**src/rtl/adseq_pkg.sv**
```systemverilog
package adseq_pkg;

  typedef enum logic [1:0] {
    MODE_SINGLE = 2'b00,
    MODE_MULTI  = 2'b01,
    MODE_SCAN   = 2'b10
  } seq_mode_e;

  localparam int CFG_MODE_LSB  = 4;
  localparam int CFG_START_BIT = 8;

endpackage

```
**src/rtl/adseq_unit.sv**
```systemverilog
module adseq_unit
  import adseq_pkg::*;
#(
  parameter int IN_PER_UNIT = 4,
  parameter int CH_W        = 3,
  parameter int REG_W       = 16,
  parameter int BASE        = 0,
  localparam int SEL_W      = (IN_PER_UNIT > 1) ? $clog2(IN_PER_UNIT) : 1
) (
  input  logic             clk_i,
  input  logic             rst_ni,
  input  logic             cfg_we_i,
  input  logic [SEL_W-1:0] cfg_sel_i,
  input  logic [1:0]       cfg_mode_i,
  input  logic             cfg_start_i,
  input  logic             sim_launch_i,
  input  logic             sim_run_i,
  input  logic             done_i,
  output logic [REG_W-1:0] cfg_rd_o,
  output logic             busy_o,
  output logic             soc_o,
  output logic [CH_W-1:0]  cur_ch_o,
  output logic             launch_o,
  output logic             fin_o,
  output logic             run_req_o,
  output logic [SEL_W-1:0] sel_o
);

  logic             start_q, busy_q, soc_q;
  logic [SEL_W-1:0] sel_q, ofs_q;
  logic [1:0]       mode_q;

  // first offset of a sequence: single mode jumps to the code, others begin at 0
  function automatic logic [SEL_W-1:0] first_ofs(input logic [1:0] m,
                                                 input logic [SEL_W-1:0] s);
    return (m == MODE_SINGLE) ? s : '0;
  endfunction

  // every mode ends its pass at the offset named by the code
  function automatic logic is_last(input logic [SEL_W-1:0] o,
                                   input logic [SEL_W-1:0] s);
    return o == s;
  endfunction

  logic             cfg_open, step, abort_ev, wrap_ev, adv_ev, at_last, scan_m;
  logic [SEL_W-1:0] eff_sel;
  logic [1:0]       eff_mode;

  assign cfg_open  = ~busy_q & ~start_q;
  assign eff_sel   = (cfg_we_i & cfg_open) ? cfg_sel_i  : sel_q;
  assign eff_mode  = (cfg_we_i & cfg_open) ? cfg_mode_i : mode_q;
  assign launch_o  = ~busy_q & ((cfg_we_i & cfg_start_i) | sim_launch_i);
  assign run_req_o = start_q | sim_run_i;
  assign scan_m    = (mode_q == MODE_SCAN);
  assign at_last   = is_last(ofs_q, sel_q);
  assign step      = busy_q & done_i;
  assign abort_ev  = step & ~run_req_o;
  assign fin_o     = step & run_req_o & at_last & ~scan_m;
  assign wrap_ev   = step & run_req_o & at_last & scan_m;
  assign adv_ev    = step & run_req_o & ~at_last;

  always_ff @(posedge clk_i) begin
    if (!rst_ni) begin
      start_q <= 1'b0;
      busy_q  <= 1'b0;
      soc_q   <= 1'b0;
      sel_q   <= '0;
      ofs_q   <= '0;
      mode_q  <= 2'b00;
    end else begin
      soc_q <= launch_o | wrap_ev | adv_ev;
      if (cfg_we_i && cfg_open) begin
        sel_q  <= cfg_sel_i;
        mode_q <= cfg_mode_i;
      end
      if (cfg_we_i)   start_q <= cfg_start_i;
      else if (fin_o) start_q <= 1'b0;
      if (launch_o) begin
        busy_q <= 1'b1;
        ofs_q  <= first_ofs(eff_mode, eff_sel);
      end else if (abort_ev || fin_o) begin
        busy_q <= 1'b0;
      end else if (wrap_ev) begin
        ofs_q <= '0;
      end else if (adv_ev) begin
        ofs_q <= ofs_q + 1'b1;
      end
    end
  end

  always_comb begin
    cfg_rd_o                            = '0;
    cfg_rd_o[SEL_W-1:0]                 = sel_q;
    cfg_rd_o[CFG_MODE_LSB +: 2]         = mode_q;
    cfg_rd_o[CFG_START_BIT]             = start_q;
  end

  assign busy_o   = busy_q;
  assign soc_o    = soc_q;
  assign sel_o    = sel_q;
  assign cur_ch_o = CH_W'(BASE) + CH_W'(ofs_q);

endmodule

```
**src/rtl/adseq_shared.sv**
```systemverilog
module adseq_shared #(
  parameter int NUM_UNITS = 2,
  parameter int REG_W     = 16
) (
  input  logic                 clk_i,
  input  logic                 rst_ni,
  input  logic                 standby_i,
  input  logic                 we_i,
  input  logic                 wbit_i,
  input  logic [NUM_UNITS-1:0] busy_i,
  input  logic [NUM_UNITS-1:0] fin_i,
  output logic                 sim_o,
  output logic                 launch_o,
  output logic                 clear_wr_o,
  output logic [REG_W-1:0]     rd_o
);

  logic                 sim_q, set_req;
  logic [NUM_UNITS-1:0] pend_q, pend_nxt;

  assign set_req    = we_i & wbit_i & ~sim_q & ~(|busy_i);
  assign clear_wr_o = we_i & ~wbit_i;
  assign launch_o   = set_req & ~standby_i;
  assign pend_nxt   = pend_q & ~fin_i;

  always_ff @(posedge clk_i) begin
    if (!rst_ni || standby_i || clear_wr_o) begin
      sim_q  <= 1'b0;
      pend_q <= '0;
    end else if (set_req) begin
      sim_q  <= 1'b1;
      pend_q <= '1;
    end else if (sim_q) begin
      pend_q <= pend_nxt;
      if (pend_nxt == '0) sim_q <= 1'b0;
    end
  end

  assign sim_o = sim_q;
  assign rd_o  = {sim_q, {(REG_W-1){1'b0}}};

endmodule

```
**src/rtl/adseq_ctrl.sv**
```systemverilog
module adseq_ctrl
  import adseq_pkg::*;
#(
  parameter int NUM_UNITS   = 2,
  parameter int IN_PER_UNIT = 4,
  parameter int REG_W       = 16,
  localparam int CH_W       = $clog2(NUM_UNITS * IN_PER_UNIT),
  localparam int ADDR_W     = $clog2(NUM_UNITS + 1),
  localparam int SEL_W      = (IN_PER_UNIT > 1) ? $clog2(IN_PER_UNIT) : 1
) (
  input  logic                      clk_i,
  input  logic                      rst_ni,
  input  logic                      standby_i,
  input  logic                      wr_en_i,
  input  logic [ADDR_W-1:0]         wr_addr_i,
  input  logic [REG_W-1:0]          wr_data_i,
  input  logic [ADDR_W-1:0]         rd_addr_i,
  output logic [REG_W-1:0]          rd_data_o,
  input  logic [NUM_UNITS-1:0]      done_i,
  output logic [NUM_UNITS-1:0]      soc_o,
  output logic [NUM_UNITS-1:0]      busy_o,
  output logic [NUM_UNITS*CH_W-1:0] cur_ch_o
);

  logic                       sim_run, sim_launch, sim_clear_wr, shr_we;
  logic [NUM_UNITS-1:0]       unit_we, unit_launch, unit_fin, unit_run;
  logic [NUM_UNITS*SEL_W-1:0] unit_sel;
  logic [REG_W-1:0]           unit_rd [NUM_UNITS];
  logic [REG_W-1:0]           shr_rd;
  logic                       unused_wr;

  assign unused_wr = ^wr_data_i;
  assign shr_we    = wr_en_i & (wr_addr_i == ADDR_W'(NUM_UNITS));

  for (genvar u = 0; u < NUM_UNITS; u++) begin : g_unit
    assign unit_we[u] = wr_en_i & (wr_addr_i == ADDR_W'(u));

    adseq_unit #(
      .IN_PER_UNIT (IN_PER_UNIT),
      .CH_W        (CH_W),
      .REG_W       (REG_W),
      .BASE        (u * IN_PER_UNIT)
    ) u_unit (
      .clk_i        (clk_i),
      .rst_ni       (rst_ni),
      .cfg_we_i     (unit_we[u]),
      .cfg_sel_i    (wr_data_i[SEL_W-1:0]),
      .cfg_mode_i   (wr_data_i[CFG_MODE_LSB +: 2]),
      .cfg_start_i  (wr_data_i[CFG_START_BIT]),
      .sim_launch_i (sim_launch),
      .sim_run_i    (sim_run),
      .done_i       (done_i[u]),
      .cfg_rd_o     (unit_rd[u]),
      .busy_o       (busy_o[u]),
      .soc_o        (soc_o[u]),
      .cur_ch_o     (cur_ch_o[u*CH_W +: CH_W]),
      .launch_o     (unit_launch[u]),
      .fin_o        (unit_fin[u]),
      .run_req_o    (unit_run[u]),
      .sel_o        (unit_sel[u*SEL_W +: SEL_W])
    );
  end

  adseq_shared #(
    .NUM_UNITS (NUM_UNITS),
    .REG_W     (REG_W)
  ) u_shared (
    .clk_i      (clk_i),
    .rst_ni     (rst_ni),
    .standby_i  (standby_i),
    .we_i       (shr_we),
    .wbit_i     (wr_data_i[REG_W-1]),
    .busy_i     (busy_o),
    .fin_i      (unit_fin),
    .sim_o      (sim_run),
    .launch_o   (sim_launch),
    .clear_wr_o (sim_clear_wr),
    .rd_o       (shr_rd)
  );

  always_comb begin
    rd_data_o = '0;
    for (int u = 0; u < NUM_UNITS; u++) begin
      if (rd_addr_i == ADDR_W'(u)) rd_data_o = unit_rd[u];
    end
    if (rd_addr_i == ADDR_W'(NUM_UNITS)) rd_data_o = shr_rd;
  end

endmodule

```
**config.mk**
```make
export PLATFORM = sky130hd
export DESIGN_NAME = adseq_ctrl
export DESIGN_NICKNAME = d
export VERILOG_FILES = /design/src/rtl/adseq_pkg.sv /design/src/rtl/adseq_unit.sv /design/src/rtl/adseq_shared.sv /design/src/rtl/adseq_ctrl.sv
export SDC_FILE = /design/constraint.sdc
export NUM_CORES = 1
export LEC_CHECK = 0
export BUFFER_PORTS_ARGS = -buffer_cell sky130_fd_sc_hd__buf_2
export CAP_MARGIN = 30
export CORE_MARGIN = 2
export CORE_UTILIZATION = 40
export CTS_CLUSTER_DIAMETER = 150
export CTS_CLUSTER_SIZE = 12
export DETAILED_ROUTE_END_ITERATION = 12
export GPL_ROUTABILITY_DRIVEN = 0
export PLACE_DENSITY = 0.65
export SLEW_MARGIN = 30
export SYNTH_ARGS = -nofsm -noshare
export SYNTH_HDL_FRONTEND = slang
export SYNTH_SLANG_ARGS = --single-unit
export TNS_END_PERCENT = 20
```
**constraint.sdc**
```tcl
create_clock -name clk_i -period 2.1 [get_ports clk_i]
set_input_delay 0.105 -clock clk_i [delete_from_list [all_inputs] [get_ports clk_i]]
set_output_delay 0.105 -clock clk_i [all_outputs]
set_load 0.01 [all_outputs]
```
==> results.cfg <==
[setup_path]
crit_slowest_cell = or4b_4
path_cells = or4b_4 > o31a_1 > or2_4 > a311oi_1
reg2reg_slack_ps = 220
crit_type = flop to flop
critPathBufInv = 0
endpoint_kind = flop
slowest_delay_ps = 550
worstPathArrival_ps = 2110
path_max_fanout = 7
start_kind = flop
crit_family = simple AND/OR/NAND/NOR gates
crit_required_ps = 2330

[timing]
hold_viol_final = 0
finalSetupTns_ps = 0
worst_clock_skew_ps = 1.25
whs_ps = 49.9
period_minus_slack_ps = 1880
final_max_slew_viol_count = 0
worstMarginPinSlew_ps = 708
rsz0062_at_grt = no
setup_violations = 0
period_share_pct = 89.7
fmax_mhz = 531
max_slew_margin_pct = 52.2

[pwr]
p_clk_share_pct = 25.7
power_mw = 0.801
pwr-share-comb_pct = 20.4
seq_power_share_pct = 53.9
ir_worst_vdd_v = 0.000395
p_sw_share_pct = 30.3
power-per-cell-area_nw_per_um2 = 499
internal_power_mw = 0.558
leakagePower_nw = 0.729
power.switching_mw = 0.243

[flow_run]
maxCapViolations = 0

[drt]
via_per_inst = 5.21
firstDrtPassIters = 5
drtIter0Drc = 94
wl_per_cell_um = 13.5
finalWirelength_um = 3340
drc = 0
drtAntennaViolNets = 0
via_count = 1293

[yosys]
async_flop_share_pct = 0
synth-edff-count = 0
yosysSeqAreaShare_pct = 28.9
synth-main-ff-cell = dfxtp_1
ys_types = 49
yosysWarnings = 0
postSynthCellCount = 177
ys_ff_latch = 21
syn_area_sq_um = 1460
syn_avg_cell_area_sq_um = 8.23

[placement]
numPortBuffers = 29
place_hpwl_um = 2590
postPlaceCellArea_sq_um = 1580

[clocking]
cts_tree = built
hold_buffers = 0
ctsResizeCount = 0
post_cts_buffers = 0
cts.path.max_buffers = 2
clkSlewWorstSetupHoldPaths_ps = 120
cts-root-buf = clkbuf_4
cts_made_buffers = 3
cts_htree_levels = 1
insertion_delay_ps = 310
cts.sinks = 21

[worst_hold_path]
hold_class = input pin to flop

[grt]
grt_max_degree = 13
grt_antenna_before_repair = 0
overflow = 0
first_global_vias = 1195
grt_pass1_wl_um = 5460
grt_usage_pct = 16.8

[layout]
final_cell_mix = 29 x buf_2, 23 x nor2_1, 21 x dfxtp_1
final_nets = 229
final_common_cell = buf_2
synthToLayoutAreaGrowth_pct = 10.2
drive_gt1_share_pct = 24.8
diodes = 0
finalInstanceArea_sq_um = 1610

[outcome]
status = completed

[floorplanning]
chipHeight_um = 64.3
core.rowCount = 21
initial_core_util_pct = 42.6
die-area_sq_um = 4140
die_w_um = 64.3
ios = 52
core_area_sq_um = 3420
## synth_stat cells, types with 3 or more instances
library cell / count / area (sq um)
nand2b_1: 4 / 25.0
xnor2_1: 4 / 35.0
nor2_1: 23 / 86.3
inv_1: 11 / 41.3
a31oi_1: 5 / 31.3
nand2_1: 5 / 18.8
o21ai_0: 4 / 20.0
nand3b_1: 3 / 22.5
mux2i_1: 14 / 140
a311oi_1: 3 / 26.3
buf_4: 16 / 120
nor2b_1: 3 / 18.8
a21oi_1: 9 / 45.0
clkbuf_1: 5 / 18.8
dfxtp_1: 21 / 420
a211oi_1: 3 / 22.5
o211ai_1: 4 / 30.0
## logic make-up (layout without fill, tap and decap cells)
| logic type | count (synthesis) | after routing | synth area share [%] |
|---|---|---|---|
| AND/OR/NAND/NOR | 54 | 54 | 20.0 |
| other | 2 | 12 | 0.516 |
| buffers and inverters | 35 | 50 | 13.7 |
| AO/OA/AOI/OAI | 47 | 47 | 24.8 |
| multiplexers | 14 | 14 | 9.62 |
| flip-flops | 21 | 21 | 28.9 |
| XOR/XNOR | 4 | 4 | 2.41 |
## worst register-to-register path, delay by kind of cell (launching register included)
family	cells	cell delay, ps
flops	1	390
compound gates	2	600
simple gates	2	810
## stage by stage
stage / setup slack [ps] / util (%) / cells
finish: 217 / 47.0 / 248
global route: 149 / 47.0 / 248
CTS: 215 / 47.0 / 248
detailed placement: 241 / 46.2 / 244
global placement: 272 / 46.2 / 244
floorplan: 324 / - / 187
## routing by layer
layer	part of all wire (%)	global-route usage [%]	vias up
met4	1.6	6.12	0
met5	0	0	-
li1	-	-	667
met3	4.8	4.05	6
met1	47	22.1	584
met2	47	26.7	36
## area by class of cell
type / instances / area [sq um]
sequential: 21 / 420
clock buffer: 4 / 26.3
timing repair buffer: 34 / 183
inverter: 12 / 45.0
tap: 46 / 57.6
multi-input combinational: 131 / 873
fill: 358 / 1810
## power by group through the flow
stage                     clock network (mW)  logic, mW  registers, mW
after floorplan                            0      0.129          0.436
after global placement                     0      0.161          0.440
after detailed placement                   0      0.162          0.440
after CTS                              0.215      0.163          0.431
after global routing                   0.235      0.182          0.435
final                                  0.206      0.163          0.431
## registers in the layout, indices dropped and copies added, names as in the netlist
name,count
u_shared.pend_q,2
g_unit.u_unit.soc_o,2
g_unit.u_unit.start_q,2
g_unit.u_unit.ofs_q,4
g_unit.u_unit.busy_o,2
u_shared.sim_o,1
g_unit.u_unit.sel_o,4
g_unit.u_unit.mode_q,4
## worst paths after layout
path	cells after the start	end	from
max	4	g_unit[1].u_unit.ofs_q[1]	g_unit[0].u_unit.busy_o
min	3	g_unit[0].u_unit.start_q	wr_data_i[8]
max reg2reg	4	g_unit[1].u_unit.ofs_q[1]	g_unit[0].u_unit.busy_o
min reg2reg	2	u_shared.pend_q[0]	u_shared.pend_q[0]
Power figures use the tool's default switching activity.
